File: src/rtl/rtc_cal_pkg.sv
`timescale 1ns/1ps
package rtc_cal_pkg;

  typedef enum logic [2:0] {
    A_SEC   = 3'd0,
    A_MIN   = 3'd1,
    A_HOUR  = 3'd2,
    A_WDAY  = 3'd3,
    A_DATE  = 3'd4,
    A_MONTH = 3'd5,
    A_YEAR  = 3'd6,
    A_RSVD  = 3'd7
  } reg_addr_e;

  // BCD year mod 4 == (2*tens + ones) mod 4; only tens[0] and ones[1:0] matter
  function automatic logic [5:0] last_date(input logic [4:0] month,
                                           input logic       yr_tens_lsb,
                                           input logic [1:0] yr_ones_lo);
    logic [1:0] m4;
    m4 = {yr_tens_lsb, 1'b0} + yr_ones_lo;
    case (month)
      5'h02:                      last_date = (m4 == 2'd0) ? 6'h29 : 6'h28;
      5'h04, 5'h06, 5'h09, 5'h11: last_date = 6'h30;
      default:                    last_date = 6'h31;
    endcase
  endfunction

endpackage

File: src/rtl/rtc_prescaler.sv
`timescale 1ns/1ps
module rtc_prescaler #(
  parameter int DIV = 4
) (
  input  logic clk_i,
  input  logic rst_ni,
  input  logic tick_i,
  input  logic run_i,
  input  logic clr_i,
  output logic pulse_o
);
  localparam int CW = (DIV > 1) ? $clog2(DIV) : 1;
  localparam logic [CW-1:0] LAST = CW'(DIV - 1);

  logic [CW-1:0] cnt_q;
  logic          step;

  assign step    = tick_i & run_i;
  assign pulse_o = step & ~clr_i & (cnt_q == LAST);

  always_ff @(posedge clk_i or negedge rst_ni) begin
    if (!rst_ni)           cnt_q <= '0;
    else if (clr_i)        cnt_q <= '0;
    else if (step)         cnt_q <= (cnt_q == LAST) ? '0 : cnt_q + CW'(1);
  end
endmodule

File: src/rtl/rtc_bcd_field.sv
`timescale 1ns/1ps
module rtc_bcd_field #(
  parameter int           W     = 7,
  parameter logic [W-1:0] FIRST = '0,
  parameter logic [W-1:0] RST   = '0
) (
  input  logic         clk_i,
  input  logic         rst_ni,
  input  logic         ld_i,
  input  logic [W-1:0] ld_val_i,
  input  logic         inc_i,
  input  logic [W-1:0] last_i,
  output logic [W-1:0] val_o,
  output logic         wrap_o
);
  localparam int HW = (W > 4) ? W - 4 : 1;

  logic [W-1:0] val_q, inc_val;
  logic         at_last;

  generate
    if (W > 4) begin : g_two_digit
      always_comb begin
        if (val_q[3:0] == 4'd9) inc_val = {val_q[W-1:4] + HW'(1), 4'd0};
        else                    inc_val = {val_q[W-1:4], val_q[3:0] + 4'd1};
      end
    end else begin : g_one_digit
      always_comb inc_val = val_q + W'(1);
    end
  endgenerate

  assign at_last = (val_q == last_i);
  assign wrap_o  = inc_i & ~ld_i & at_last;  // a load swallows the carry
  assign val_o   = val_q;

  always_ff @(posedge clk_i or negedge rst_ni) begin
    if (!rst_ni)     val_q <= RST;
    else if (ld_i)   val_q <= ld_val_i;
    else if (inc_i)  val_q <= at_last ? FIRST : inc_val;
  end
endmodule

File: src/rtl/rtc_cal_chain.sv
`timescale 1ns/1ps
module rtc_cal_chain
  import rtc_cal_pkg::*;
#(
  parameter int TICKS_PER_SEC = 4
) (
  input  logic       clk_i,
  input  logic       rst_ni,
  input  logic       tick_i,
  input  logic       wr_en_i,
  input  logic [2:0] wr_addr_i,
  input  logic [7:0] wr_data_i,
  input  logic [2:0] rd_addr_i,
  output logic [7:0] rd_data_o
);
  logic ld_sec, ld_min, ld_hour, ld_wday, ld_date, ld_month, ld_year;
  logic stop_q, ceb_q, cb_q;
  logic sec_pulse;
  logic sec_wrap, min_wrap, hour_wrap, wday_wrap, date_wrap, month_wrap, year_wrap;
  logic [6:0] sec_q, min_q;
  logic [5:0] hour_q, date_q, date_last;
  logic [2:0] wday_q;
  logic [4:0] month_q;
  logic [7:0] year_q;

  assign ld_sec   = wr_en_i && (wr_addr_i == A_SEC);
  assign ld_min   = wr_en_i && (wr_addr_i == A_MIN);
  assign ld_hour  = wr_en_i && (wr_addr_i == A_HOUR);
  assign ld_wday  = wr_en_i && (wr_addr_i == A_WDAY);
  assign ld_date  = wr_en_i && (wr_addr_i == A_DATE);
  assign ld_month = wr_en_i && (wr_addr_i == A_MONTH);
  assign ld_year  = wr_en_i && (wr_addr_i == A_YEAR);

  rtc_prescaler #(.DIV(TICKS_PER_SEC)) u_presc (
    .clk_i, .rst_ni, .tick_i, .run_i(~stop_q), .clr_i(ld_sec), .pulse_o(sec_pulse)
  );

  rtc_bcd_field #(.W(7)) u_sec (
    .clk_i, .rst_ni, .ld_i(ld_sec), .ld_val_i(wr_data_i[6:0]), .inc_i(sec_pulse),
    .last_i(7'h59), .val_o(sec_q), .wrap_o(sec_wrap)
  );

  rtc_bcd_field #(.W(7)) u_min (
    .clk_i, .rst_ni, .ld_i(ld_min), .ld_val_i(wr_data_i[6:0]), .inc_i(sec_wrap),
    .last_i(7'h59), .val_o(min_q), .wrap_o(min_wrap)
  );

  rtc_bcd_field #(.W(6)) u_hour (
    .clk_i, .rst_ni, .ld_i(ld_hour), .ld_val_i(wr_data_i[5:0]), .inc_i(min_wrap),
    .last_i(6'h23), .val_o(hour_q), .wrap_o(hour_wrap)
  );

  rtc_bcd_field #(.W(3), .FIRST(3'd1), .RST(3'd1)) u_wday (
    .clk_i, .rst_ni, .ld_i(ld_wday), .ld_val_i(wr_data_i[2:0]), .inc_i(hour_wrap),
    .last_i(3'd7), .val_o(wday_q), .wrap_o(wday_wrap)
  );

  assign date_last = last_date(month_q, year_q[4], year_q[1:0]);

  rtc_bcd_field #(.W(6), .FIRST(6'h01), .RST(6'h01)) u_date (
    .clk_i, .rst_ni, .ld_i(ld_date), .ld_val_i(wr_data_i[5:0]), .inc_i(hour_wrap),
    .last_i(date_last), .val_o(date_q), .wrap_o(date_wrap)
  );

  rtc_bcd_field #(.W(5), .FIRST(5'h01), .RST(5'h01)) u_month (
    .clk_i, .rst_ni, .ld_i(ld_month), .ld_val_i(wr_data_i[4:0]), .inc_i(date_wrap),
    .last_i(5'h12), .val_o(month_q), .wrap_o(month_wrap)
  );

  rtc_bcd_field #(.W(8)) u_year (
    .clk_i, .rst_ni, .ld_i(ld_year), .ld_val_i(wr_data_i), .inc_i(month_wrap),
    .last_i(8'h99), .val_o(year_q), .wrap_o(year_wrap)
  );

  always_ff @(posedge clk_i or negedge rst_ni) begin
    if (!rst_ni) begin
      stop_q <= 1'b0;
      ceb_q  <= 1'b0;
      cb_q   <= 1'b0;
    end else begin
      if (ld_sec) stop_q <= wr_data_i[7];
      if (ld_hour) begin
        ceb_q <= wr_data_i[7];
        cb_q  <= wr_data_i[6];
      end else if (year_wrap && ceb_q) begin
        cb_q  <= ~cb_q;
      end
    end
  end

  always_comb begin
    case (rd_addr_i)
      A_SEC:   rd_data_o = {stop_q, sec_q};
      A_MIN:   rd_data_o = {1'b0, min_q};
      A_HOUR:  rd_data_o = {ceb_q, cb_q, hour_q};
      A_WDAY:  rd_data_o = {5'd0, wday_q};
      A_DATE:  rd_data_o = {2'd0, date_q};
      A_MONTH: rd_data_o = {3'd0, month_q};
      A_YEAR:  rd_data_o = year_q;
      default: rd_data_o = 8'h00;
    endcase
  end
endmodule

File: config.mk
export PLATFORM = sky130hd
export DESIGN_NAME = rtc_cal_chain
export DESIGN_NICKNAME = d
export VERILOG_FILES = /design/src/rtl/rtc_cal_pkg.sv /design/src/rtl/rtc_prescaler.sv /design/src/rtl/rtc_bcd_field.sv /design/src/rtl/rtc_cal_chain.sv
export SDC_FILE = /design/constraint.sdc
export NUM_CORES = 1
export LEC_CHECK = 0
export ABC_AREA = 1
export BUFFER_PORTS_ARGS = -buffer_cell sky130_fd_sc_hd__buf_2
export CAP_MARGIN = 20
export CORE_MARGIN = 2
export CORE_UTILIZATION = 35
export DETAILED_ROUTE_END_ITERATION = 10
export PLACE_DENSITY_LB_ADDON = 0.2
export SLEW_MARGIN = 20
export SYNTH_ARGS = -nofsm -noshare
export SYNTH_HDL_FRONTEND = slang
export SYNTH_HIERARCHICAL = 1
export SYNTH_SLANG_ARGS = --single-unit
File: constraint.sdc
create_clock -name clk_i -period 3.2 [get_ports clk_i]
set_clock_uncertainty 0.05 [all_clocks]
set_input_delay 0.16 -clock clk_i [delete_from_list [all_inputs] [get_ports clk_i]]
set_output_delay 0.16 -clock clk_i [all_outputs]
set_load 0.005 [all_outputs]
# After elaboration in Yosys (flattened, before gate mapping)

Index checks and enable logic that the tools add are counted.

Logic and storage cells: 154
Input port bits: 18
Register bits after elaboration: 47

Equality and inequality tests: 31
Mux-type cells: 35
Reductions and logical operators: 33
$add $sub $neg: 15
Bitwise logic cells: 23

Operators with widths:

| operator                                       | count |
|---|---|
| 2-to-1 mux 7 bit                               | 8 |
| case mux 8 bit (7 select lines)                | 1 |
| 2-to-1 mux 6 bit                               | 8 |
| 2-to-1 mux 8 bit                               | 4 |
| adder 4 x 1 -> 4 bit (second input constant)   | 7 |
| == test 4 bit (second input constant)          | 6 |
| == test 3 bit (second input constant)          | 7 |
| 2-to-1 mux 5 bit                               | 4 |
| nonzero test 2 bit                             | 9 |
| nonzero test 3 bit                             | 6 |
| bitwise AND 1 bit                              | 15 |
| == test 7 bit (second input constant)          | 2 |
| == test 3 x 2 -> 1 bit (second input constant) | 4 |
| AND reduction 2 bit                            | 6 |
| == test 5 x 3 -> 1 bit (second input constant) | 2 |
| == test 5 bit (second input constant)          | 2 |
| case mux 5 bit (2 select lines)                | 1 |
| adder 3 x 1 -> 3 bit (second input constant)   | 3 |
| 2-to-1 mux 3 bit                               | 3 |
| == test 8 bit (second input constant)          | 1 |
| logical AND 1 bit                              | 8 |
| NOT 1 bit                                      | 8 |
| adder 2 x 1 -> 2 bit (second input constant)   | 3 |
| == test 3 x 1 -> 1 bit (second input constant) | 2 |
| 12 further kinds                               | 17 |

# Depth between registers and ports, before layout

Word-level depth: 20
Gate-level depth with buffers: 27

# Hierarchy

The synthesis kept the hierarchy.

Modules (own cells, without submodules):

| module                   | cells each | area each (um^2) | seq. area each (um^2) | instances |
|---|---|---|---|---|
| rtc_cal_chain            | 158        | 800.8            | 75.1                  | 1 |
| rtc_bcd_field at u_year  | 97         | 666.9            | 200.2                 | 1 |
| rtc_bcd_field at u_sec   | 103        | 628.1            | 175.2                 | 1 |
| rtc_bcd_field at u_min   | 102        | 626.9            | 175.2                 | 1 |
| rtc_bcd_field at u_date  | 88         | 528.0            | 151.4                 | 1 |
| rtc_bcd_field at u_hour  | 88         | 516.7            | 150.1                 | 1 |
| rtc_bcd_field at u_month | 68         | 460.4            | 126.4                 | 1 |
| rtc_bcd_field at u_wday  | 37         | 242.7            | 76.3                  | 1 |
| rtc_prescaler            | 14         | 120.1            | 50.0                  | 1 |

# Least setup slack after synthesis

OpenSTA, ideal clock, no wires.

Path type: reg-to-reg
Start point: reg stop_q
End point: reg cb_q
Path slack: 69 ps
Clock period less this slack: 3131 ps
Buffers on the path: 0
Arrival: 2968 ps
Data required time: 3037 ps
Stages on the path, launching flop included: 25
Cells stage by stage: dfrtp_1 -> inv_1 -> nand2_2 -> nor3b_2 -> nand2_1 -> nor2_1 -> nand2_1 -> nor2_1 -> inv_1 -> nor3_1 -> inv_1 -> nor2_1 -> inv_1 -> nor2_1 -> inv_2 -> nor2_1 -> inv_1 -> nor2_1 -> nand2_1 -> nor2_1 -> nand2_1 -> xor2_1 -> nand2_1 -> nand2_1 -> inv_1

Cells in the longest elaborated chain, start to end: 18

RTL lines:

| what                           | RTL line            | source |
|---|---|---|
| from (decl)                    | rtc_cal_chain.sv:17 | `logic stop_q, ceb_q, cb_q;` |
| from (signal assigned)         | rtc_cal_chain.sv:81 | `if (ld_sec) stop_q <= wr_data_i[7];` |
| NOT 1 bit                      | rtc_cal_chain.sv:35 | `.clk_i, .rst_ni, .tick_i, .run_i(~stop_q), .clr_i(ld_sec), .pulse_o(sec_pulse)` |
| bitwise AND 1 bit              | rtc_prescaler.sv:18 | `assign step = tick_i & run_i;` |
| bitwise AND 1 bit (2 in a row) | rtc_prescaler.sv:19 | `assign pulse_o = step & ~clr_i & (cnt_q == LAST);` |
| named net sec_pulse            | rtc_cal_chain.sv:18 | `logic sec_pulse;` |
| bitwise AND 1 bit (2 in a row) | rtc_bcd_field.sv:33 | `assign wrap_o = inc_i & ~ld_i & at_last;` |
| named net sec_wrap             | rtc_cal_chain.sv:19 | `logic sec_wrap, min_wrap, hour_wrap, wday_wrap, date_wrap, month_wrap, year_wrap;` |
| bitwise AND 1 bit (2 in a row) | rtc_bcd_field.sv:33 |  |
| named net min_wrap             | rtc_cal_chain.sv:19 |  |
| (+2 left out)                  | n/a                 |  |
| named net hour_wrap            | rtc_cal_chain.sv:19 |  |
| bitwise AND 1 bit (2 in a row) | rtc_bcd_field.sv:33 |  |
| named net date_wrap            | rtc_cal_chain.sv:19 |  |
| bitwise AND 1 bit (2 in a row) | rtc_bcd_field.sv:33 |  |
| named net month_wrap           | rtc_cal_chain.sv:19 |  |
| bitwise AND 1 bit (2 in a row) | rtc_bcd_field.sv:33 |  |
| named net year_wrap            | rtc_cal_chain.sv:19 |  |
| logical AND 1 bit              | rtc_cal_chain.sv:85 | `end else if (year_wrap && ceb_q) begin` |
| nonzero test 2 bit (no line)   | n/a                 |  |
| to (signal assigned)           | rtc_cal_chain.sv:84 | `cb_q <= wr_data_i[6];` |
| to (signal assigned)           | rtc_cal_chain.sv:86 | `cb_q <= ~cb_q;` |
| to (decl)                      | rtc_cal_chain.sv:17 |  |

The timed path passes the listed nets, and every way through them passes these cells.
A chain may end at the register's enable or synchronous reset.

# Worst setup path after layout

Start point: reg u_sec.val_q[1], in the netlist u_sec/val_o[1]
End point: reg u_year.val_q[6], in the netlist u_year/val_o[6]

Cells in the longest elaborated chain, start to end: 12

RTL lines:

| what                           | RTL line            | source |
|---|---|---|
| from (decl)                    | rtc_bcd_field.sv:18 | `logic [W-1:0] val_q, inc_val;` |
| from (signal assigned)         | rtc_bcd_field.sv:38 | `else if (ld_i) val_q <= ld_val_i;` |
| from (signal assigned)         | rtc_bcd_field.sv:39 | `else if (inc_i) val_q <= at_last ? FIRST : inc_val;` |
| == test 7 bit                  | rtc_bcd_field.sv:32 | `assign at_last = (val_q == last_i);` |
| bitwise AND 1 bit              | rtc_bcd_field.sv:33 |  |
| named net sec_wrap             | rtc_cal_chain.sv:19 |  |
| bitwise AND 1 bit (2 in a row) | rtc_bcd_field.sv:33 |  |
| named net min_wrap             | rtc_cal_chain.sv:19 |  |
| bitwise AND 1 bit (2 in a row) | rtc_bcd_field.sv:33 |  |
| named net hour_wrap            | rtc_cal_chain.sv:19 |  |
| bitwise AND 1 bit (2 in a row) | rtc_bcd_field.sv:33 |  |
| named net date_wrap            | rtc_cal_chain.sv:19 |  |
| bitwise AND 1 bit (2 in a row) | rtc_bcd_field.sv:33 |  |
| named net month_wrap           | rtc_cal_chain.sv:19 |  |
| nonzero test 2 bit (no line)   | n/a                 |  |
| AND reduction 2 bit (no line)  | n/a                 |  |
| to (signal assigned)           | rtc_bcd_field.sv:38 |  |
| to (signal assigned)           | rtc_bcd_field.sv:39 |  |
| to (decl)                      | rtc_bcd_field.sv:18 |  |

The timed path passes the listed nets, and every way through them passes these cells.

==> qor.csv <==
stage,metric,value,unit
status,status,"complete, no violations",
power_and_ir_drop,total_leakage_power,3.06,nW
critical_path,worst_path_largest_cell_delay,0.38,ns
logic_synthesis,synth_area,0.00459,mm^2
final_layout,drive_above_1_share,0.156,
global_route,gr-usage-all-layers,0.188,
final_layout,diodes,0,
floorplan,die-area,0.0140,mm^2
critical_path,slowest_stage,dfrtp_1,
timing,timing.slew.headroom,0.433,
final_layout,final_util,0.429,
clock_tree,cts_sinks,47,
power_and_ir_drop,seq_power_share,0.359,
placed_design,placed_area,0.00524,mm^2
drt,via_per_inst,4.51,
clock_tree,cts_tree,done,
floorplan,core_area,0.0127,mm^2
timing,slew_viol_final,0,
critical_path,reg2reg_from,u_sec/val_o[1]$_DFFE_PN0P_,
floorplan,die_w,118,um
power_and_ir_drop,p_sw,1.10,mW
final_layout,area_growth_syn_to_layout,19.1,%
clock_tree,cts_buffer_depth,2,
critical_path,startpoint_type,register,
critical_path,crit_type,register to register,
global_route,grt_pass1_vias,4220,
timing,fmax,352,MHz
drt,drcViolationCount,0,
power_and_ir_drop,p_sw_frac,0.418,
power_and_ir_drop,p_int,1.54,mW
drt,antenna_left,0,
logic_synthesis,yosysWarnings,6,
power_and_ir_drop,combPwrFrac,0.408,
power_and_ir_drop,p_clk_frac,0.234,
final_layout,final_cell_area,0.00546,mm^2
drt,vias,4682,
global_route,grt_max_degree,36,
critical_path,arrival,2.98,ns
timing,hold_violations,0,
job,cap_violations,0,
clock_tree,cts_buffers,5,
timing,setup_viol,0,
clock_tree,clkSlewWorstSetupHoldPaths,0.07,ns
floorplan,initial_utilization,0.361,
critical_path,required,3.34,ns
logic_synthesis,syn_area_per_cell,6.08,um^2
global_route,grt_pass1_wl,21.4,mm
drt,drt-initial-drc-count,281,
hold_path,hold_path.startpoint,wr_data_i[7],
power_and_ir_drop,p_per_area,484,mW/mm^2
timing,fin_setup_tns,0,ns
placed_design,dp_hpwl,9.66,mm
clock_tree,worstSkewPairLatency,0.30,ns
clock_tree,h-tree-depth,2,
global_route,grt.overflow.total,0,
drt,drt_wl_total,12.5,mm
timing,tightest_slew,0.850,ns
critical_path,worst-path-max-fanout,6,
floorplan,die_y,118,um
clock_tree,clock-root-buffer,clkbuf_16,
global_route,grt_antenna_before_repair,0,
floorplan,pin_count,26,
critical_path,startpoint,u_sec/val_o[1]$_DFFE_PN0P_,
placed_design,port_buffers,25,
timing,finalCritPeriodShare,0.888,
placed_design,finalWeightedCongestion,0.886,
critical_path,endpoint_kind,register,
drt,wl_per_cell,12.1,um
floorplan,rows,41,
logic_synthesis,postSynthCellCount,754,
hold_path,hold_class,input port to register,
power_and_ir_drop,peakVddDrop,267,uV
drt,first_pass_iters,6,
final_layout,finalNetCount,893,
timing,min_period,2.84,ns
[through the flow]
stage          worst slack, ns  hold slack [ns]  std cells  power [mW]
3_5_place_dp             0.138            0.280       1026        2.03
5_1_grt                -0.0135            0.105       1037        2.88
4_1_cts                  0.105           0.0882       1035        2.65
2_1_floorplan           0.0695           -0.186        821        1.69
3_3_place_gp             0.211            0.286       1026        2.03
6_report                 0.359           0.0830       1037        2.64
[registers in the layout (all words and copies together) (netlist names)]
| register | flops |
|---|---|
| cb_q | 1 |
| ceb_q | 1 |
| stop_q | 1 |
| u_date/val_o | 6 |
| u_hour/val_o | 6 |
| u_min/val_o | 7 |
| u_month/val_o | 5 |
| u_presc/cnt_q | 2 |
| u_sec/val_o | 7 |
| u_wday/val_o | 3 |
| u_year/val_o | 8 |
[metal layers]
metal	track usage	vias to the layer above	part of all wire
li1	-	2512	-
met1	0.265	2054	0.48
met2	0.309	107	0.46
met3	0.0265	9	0.051
met4	0.0335	0	0.012
met5	0	-	0
[placed cells by master, fill, tap and decap left out, types with 3 or more instances in the layout]
cell,instances
nor2_1,61
a21oi_1,5
inv_1,94
dfrtp_1,44
clkbuf_16,5
nand2_1,288
nor2_4,6
xor2_1,12
nor3_1,8
o21ai_1,6
nand4_1,31
ha_1,11
nand3b_1,4
a22oi_1,14
inv_2,23
nand2_2,8
nand3_1,51
conb_1,69
buf_4,25
nand2_4,3
o21ai_0,11
xnor2_1,12
buf_2,25
dfstp_2,3
nor2_2,22
[what timing repair did]
item / 4_1_cts / 5_1_grt
resized for setup: 0 / 10
hold buffers: 1 / 0
endpoints found under the setup margin: 0 / 9
hold endpoints to repair: 32 / 0
buffers inserted: 0 / 2
[critical path, delay by kind of cell, from the launching register on]
| family | cells | cell delay (ns) |
|---|---|---|
| buffers and inverters | 8 | 0.66 |
| flip-flops | 1 | 0.38 |
| AND/OR/NAND/NOR | 17 | 1.63 |
[final timing paths]
path,endpoint,slack [ns],cells past startpoint
setup reg to reg,u_year/val_o[6]$_DFFE_PN0P_,0.36,25
hold / removal,ceb_q$_DFFE_PN0P_,0.08,3
max in group asynchronous,u_month/val_o[0]$_DFFE_PN1P_,1.84,3
min in group asynchronous,u_date/val_o[2]$_DFFE_PN0P_,0.45,2
setup / recovery,u_year/val_o[6]$_DFFE_PN0P_,0.36,25
hold reg to reg,stop_q$_DFFE_PN0P_,0.48,2
[cell type report]
type,count,area [um^2]
Clock buffer,5,125
Inverter,119,448
Timing Repair Buffer,51,323
Clock inverter,3,43.8
Fill cell,1470,7260
Multi-Input combinational cell,640,3130
Sequential cell,47,1180
Tap cell,172,215
[power groups by stage]
stage / Combinational, mW / Sequential (mW) / Clock [mW]
2_1_floorplan: 0.764 / 0.923 / 0
3_3_place_gp: 1.06 / 0.962 / 0
3_5_place_dp: 1.07 / 0.959 / 0
4_1_cts: 1.07 / 0.948 / 0.628
5_1_grt: 1.25 / 0.980 / 0.648
6_report: 1.08 / 0.949 / 0.617
(Power assumes the default switching activity.)
